File: src/rtl/pbdiv_pkg.sv
package pbdiv_pkg;
   localparam int unsigned PBDIV_DEF_W = 7;

   typedef enum logic {
      HS_IDLE = 1'b0,
      HS_PEND = 1'b1
   } pbdiv_hs_e;
endpackage

File: src/rtl/pbdiv_enable.sv
module pbdiv_enable (
   input  logic clk,
   input  logic rst_n,
   input  logic en_we,
   input  logic en_wdata,
   output logic en_q
);
   always_ff @(posedge clk or negedge rst_n) begin
      if (!rst_n)     en_q <= 1'b1;
      else if (en_we) en_q <= en_wdata;
   end
endmodule

File: src/rtl/pbdiv_ratio_ctl.sv
module pbdiv_ratio_ctl #(
   parameter int unsigned DIV_W     = 7,
   parameter int unsigned RST_FIELD = 1
) (
   input  logic             clk,
   input  logic             rst_n,
   input  logic             wr_stb,
   input  logic [DIV_W-1:0] wr_field,
   input  logic             period_end,
   input  logic             run,
   output logic [DIV_W-1:0] act_field,
   output logic             rdy
);
   import pbdiv_pkg::*;

   localparam logic [DIV_W-1:0] RST_VAL = DIV_W'(RST_FIELD);

   pbdiv_hs_e        hs_q;
   logic [DIV_W-1:0] pend_q;
   logic             take;
   logic             commit;

   assign take   = (hs_q == HS_IDLE) && wr_stb;
   assign commit = (hs_q == HS_PEND) && (period_end || !run);

   always_ff @(posedge clk or negedge rst_n) begin
      if (!rst_n) begin
         hs_q      <= HS_IDLE;
         pend_q    <= RST_VAL;
         act_field <= RST_VAL;
      end else if (take) begin
         hs_q   <= HS_PEND;
         pend_q <= wr_field;
      end else if (commit) begin
         hs_q      <= HS_IDLE;
         act_field <= pend_q;
      end
   end

   assign rdy = (hs_q == HS_IDLE);
endmodule

File: src/rtl/pbdiv_counter.sv
module pbdiv_counter #(
   parameter int unsigned DIV_W = 7
) (
   input  logic             clk,
   input  logic             rst_n,
   input  logic             run,
   input  logic [DIV_W-1:0] limit,
   output logic             wrap
);
   logic [DIV_W-1:0] cnt_q;

   assign wrap = run && (cnt_q == limit);

   always_ff @(posedge clk or negedge rst_n) begin
      if (!rst_n)                cnt_q <= '0;
      else if (!run || wrap)     cnt_q <= '0;
      else                       cnt_q <= cnt_q + 1'b1;
   end
endmodule

File: src/rtl/pbus_clk_div.sv
module pbus_clk_div #(
   parameter int unsigned DIV_W     = pbdiv_pkg::PBDIV_DEF_W,
   parameter int unsigned RST_FIELD = 1
) (
   input  logic             clk,
   input  logic             rst_n,
   input  logic             ratio_we,
   input  logic [DIV_W-1:0] ratio_wdata,
   input  logic             en_we,
   input  logic             en_wdata,
   output logic [DIV_W-1:0] ratio_rd,
   output logic             ready,
   output logic             enabled,
   output logic             pb_tick
);
   generate
      if (DIV_W < 1 || DIV_W > 16) begin : g_bad_width
         $error("pbus_clk_div: DIV_W must lie in 1..16");
      end
      if (RST_FIELD >= (1 << DIV_W)) begin : g_bad_reset
         $error("pbus_clk_div: RST_FIELD does not fit in DIV_W bits");
      end
   endgenerate

   logic             wrap;
   logic [DIV_W-1:0] act_field;

   pbdiv_enable u_enable (
      .clk      (clk),
      .rst_n    (rst_n),
      .en_we    (en_we),
      .en_wdata (en_wdata),
      .en_q     (enabled)
   );

   pbdiv_ratio_ctl #(.DIV_W(DIV_W), .RST_FIELD(RST_FIELD)) u_ratio (
      .clk        (clk),
      .rst_n      (rst_n),
      .wr_stb     (ratio_we),
      .wr_field   (ratio_wdata),
      .period_end (wrap),
      .run        (enabled),
      .act_field  (act_field),
      .rdy        (ready)
   );

   pbdiv_counter #(.DIV_W(DIV_W)) u_count (
      .clk   (clk),
      .rst_n (rst_n),
      .run   (enabled),
      .limit (act_field),
      .wrap  (wrap)
   );

   assign ratio_rd = act_field;
   assign pb_tick  = wrap;
endmodule

File: config.mk
export PLATFORM = sky130hd
export DESIGN_NAME = pbus_clk_div
export DESIGN_NICKNAME = d
export VERILOG_FILES = /design/src/rtl/pbdiv_pkg.sv /design/src/rtl/pbdiv_enable.sv /design/src/rtl/pbdiv_ratio_ctl.sv /design/src/rtl/pbdiv_counter.sv /design/src/rtl/pbus_clk_div.sv
export SDC_FILE = /design/constraint.sdc
export NUM_CORES = 1
export LEC_CHECK = 0
export BUFFER_PORTS_ARGS = -buffer_cell sky130_fd_sc_hd__buf_2
export CAP_MARGIN = 25
export CORE_ASPECT_RATIO = 1.4
export CORE_MARGIN = 1
export CORE_UTILIZATION = 48
export CTS_CLUSTER_DIAMETER = 30
export DETAILED_ROUTE_END_ITERATION = 10
export GPL_TIMING_DRIVEN = 0
export PLACE_DENSITY = 0.81
export SYNTH_ARGS = -nofsm -noshare
export SYNTH_HDL_FRONTEND = slang
export SYNTH_HIERARCHICAL = 1
export SYNTH_SLANG_ARGS = --single-unit
File: constraint.sdc
create_clock -name clk -period 1.7 [get_ports clk]
set_input_delay 0.085 -clock clk [delete_from_list [all_inputs] [get_ports clk]]
set_output_delay 0.085 -clock clk [all_outputs]
set_load 0.005 [all_outputs]
==> results by group <==
Run status
  • Status: complete, but fails checks
  • Violated checks: negative setup slack

CTS
  • Latest clock arrival within the worst-skew pair: 300 ps
  • CTS tree: yes
  • CTS clock-pin slew for the worst setup and hold paths: 130 ps
  • Maximum clock path buffer count: 2
  • Clock tree root buffer cell: sky130_fd_sc_hd__clkbuf_4
  • TritonCTS Sinks: 23
  • CTS H-Tree Depth: 1
  • Clock buffer count from CTS: 3

Finish
  • Number of fill cells: 144
  • Number of nets at the end of the flow: 137
  • Share of final-layout standard cells stronger than drive strength 1: 47.97%
  • Layout area overhead: 31.01%
  • Antenna diode instance count: 0
  • Final cell count without fillers: 145
  • Layout Cell Area excl Fill: 1459 µm²

Floorplanning
  • Die width: between 40 and 50 µm
  • Chip Height: 58.99 µm
  • Number of rows created at floorplan: 20
  • Floorplan Core Area: roughly 2200 µm²
  • Total Die Area: about 2500 µm²
  • Initial Utilization: 51.15%
  • Number of placed I/O pins: 22

Placement
  • Post-Place Cell Area: 1246 µm²
  • Post-DP HPWL: 1528 µm
  • Number of placed instances with taps included: between 100 and 150
  • Placer's final routability congestion estimate: 0.7404
  • I/O Buffers: 21

Worst setup path
  • CP Data Required Time: 1900 ps
  • Count of buffer and inverter cells on the critical path: 2
  • Arrival time of data at the critical path endpoint: 2150 ps
  • Critical Path, Cell by Cell: xor2_2 > nor4_4 > and3_4 > inv_2 > a21o_1 > buf_6 > mux2_4
  • Family with the most delay on the worst path: flip-flops
  • Startpoint type of the worst setup path: register
  • Worst-path cell with the longest stage delay: sky130_fd_sc_hd__dfstp_2
  • Biggest cell delay along the critical path: just under 600 ps
  • Element type at the critical path end: register
  • Critical path fanouts, max: 7
  • Worst setup path class: register to register

Logic synthesis
  • Gate count after technology mapping: 81
  • Share of the synthesized area in the top cell type: between 40% and 50%
  • Netlist area before placement: 1114 µm²
  • Yosys cell types: 25
  • FF+latch count, synth: 23
  • Synthesized netlist net count: 94
  • Count leader, synth: sky130_fd_sc_hd__dfrtp_1
  • Commonest cells in the netlist: 20 x sky130_fd_sc_hd__dfrtp_1, 8 x sky130_fd_sc_hd__mux2_4, 8 x sky130_fd_sc_hd__xor2_1
  • Post-synth EDFFs: 0
  • Most common flop cell mapped by yosys: sky130_fd_sc_hd__dfrtp_1
  • Sequential cell area fraction in the yosys report: a little over half
  • Biggest area contributors in the synthesized netlist: sky130_fd_sc_hd__dfrtp_1 45%, sky130_fd_sc_hd__mux2_4 11%, sky130_fd_sc_hd__dfstp_2 7.1%
  • Warning count from the yosys run: 6
  • Largest area contributor in the netlist: sky130_fd_sc_hd__dfrtp_1
  • Share of flip-flops with an asynchronous set or reset: 100.0%
  • Syn Area/Cell: 13.75 µm²

Global routing
  • Global-route congestion overflow total: 0
  • Largest net degree at the start of global routing: 24
  • Total Routing Usage GR: 20.04%
  • Antenna violations before repair: 0
  • Number of global-route vias before repair: 804
  • Wire length of the first global-routing pass: between 3000 and 4000 µm

Power and ir drop
  • Static leakage power: 0.7049 nW
  • Total power per unit cell area: 1331 nW/µm²
  • IR drop worst, VDD: 0.9202 mV

Timing
  • Final Critical Period: roughly 1900 ps
  • Finish-stage setup viols: 8
  • Final-report hold violation count: 0
  • Ratio of final minimum period to clock period: 114.4%
  • Worst slew margin relative to its limit: 66.14%
  • Worst clock skew on the final layout: 1.451 ps
  • Final hold slack: 25.83 ps
  • Max-slew violation count: 0
  • Highest achievable clock rate: 514.1 MHz
  • Final Worst Setup Slack: -245.2 ps
  • Worst-margin pin slew: 507.9 ps
  • Unrepaired setup endpoints after global routing: yes

Routing
  • Drt wl/cell: 16.27 µm
  • Antenna Nets Post-Route: 0
  • Routed via count: around 800
  • Post-route DRC violation count: 0
  • Iteration count of the initial detailed-routing pass: 4
  • Initial drt markers: 25
  • Routed Wire Length: 2359 µm
  • Vias/cell: 5.524

Worst hold path
  • HP Class: input port to register

Run
  • Number of max-cap violations: 0
==> what timing repair did <==
action / CTS / global route
setup buffers: 5 / 3
endpoints found under the hold margin: 27 / 1
endpoints found under the setup margin: 9 / 9
gates resized for setup: 3 / 4
hold buffers: 8 / 1
pin swaps: 3 / 4
==> sequential cells by signal, summed over array words and instances, names as in the netlist <==
register / count
u_count/cnt_q: 7
u_ratio/act_field: 7
u_ratio/pend_q: 7
u_enable/en_q: 1
u_ratio/hs_q: 1
==> layout by cell type (no fill, tap or decap), drive strengths merged <==
cell	count
clkinvlp	1
and3	1
o2111ai	2
nor2b	1
dfstp	3
mux2	15
a21oi	3
xor2	9
nor4	1
nand2	1
a31o	3
buf	32
dlygate4sd3	9
nand3	5
a21o	3
clkbuf	4
xnor2	1
nor3	1
inv	3
a211oi	4
ha	1
dfrtp	20
==> worst reg2reg max path: cells and delay by family, from the launching register on <==
family / cells / cell delay (ps)
AO/OA/AOI/OAI: 1 / 150
XOR/XNOR: 1 / 90
buffers and inverters: 2 / 180
flip-flops: 1 / 580
multiplexers: 1 / 300
AND/OR/NAND/NOR: 2 / 530
==> cells by family after synthesis <==
logic type | Yosys count | share of synthesized area, %
xor gates and xnor gates | 10 | 8.540
AOI/OAI and AO/OA | 15 | 10.00
and+or+nand+nor | 10 | 6.517
DFF | 23 | 52.02
buffers and inverters | 7 | 3.932
adders and majority gates | 1 | 1.123
muxes | 15 | 17.87
==> final timing paths <==
path,to,cells after the start,start,slack (ps)
max,u_ratio/act_field[1],7,u_ratio/act_field[0],-250
min,u_enable/en_q,2,en_we,30
max reg2reg,u_ratio/act_field[1],7,u_ratio/act_field[0],-250
min reg2reg,u_ratio/pend_q[6],1,u_ratio/pend_q[6],510
max in group asynchronous,u_ratio/act_field[2],2,rst_n,1070
min in group asynchronous,u_count/cnt_q[0],2,rst_n,260
==> through the flow <==
stage / setup TNS [ps] / total power [mW] / util [%] / setup WS (ps)
finish: -1600 / 1.942 / 67.01 / -245.2
global route: -2050 / 2.048 / 67.01 / -296.7
CTS: -1621 / 1.890 / 64.89 / -246.7
detailed placement: -2985 / 1.510 / 57.24 / -439.0
global placement: -2489 / 1.458 / 57.24 / -362.3
floorplan: -1872 / 1.295 / - / -273.5
==> area by class of cell <==
type	instances	area, µm²	area share (%)
flip-flops and latches	23	581.8	39.88
clock buffers	3	22.52	1.544
inverters	3	11.26	0.7719
well taps	22	27.53	1.887
repair buffers	38	255.2	17.50
plain buffers	4	32.53	2.230
clock inverters	1	7.507	0.5146
multi-input cells	51	520.5	35.68
==> report_power, final <==
part,total [mW],internal (mW),switching [mW],leakage (nW)
Sequential,0.886,0.727,0.159,0.277
Combinational,0.802,0.458,0.344,0.414
Clock,0.254,0.0895,0.165,0.0139
Total,1.94,1.27,0.668,0.705
==> layer usage <==
metal / part of all wire, % / global-route usage [%] / vias up / wire [µm]
met4: 1.5 / 7.143 / 0 / 36
met2: 58 / 38.10 / 27 / 1370
met3: 4.5 / 3.963 / 4 / 106
met1: 36 / 21.50 / 396 / 846
li1: - / - / 374 / -
met5: 0 / 0 / - / 0
No activity file was read; power rests on OpenSTA's default activity.
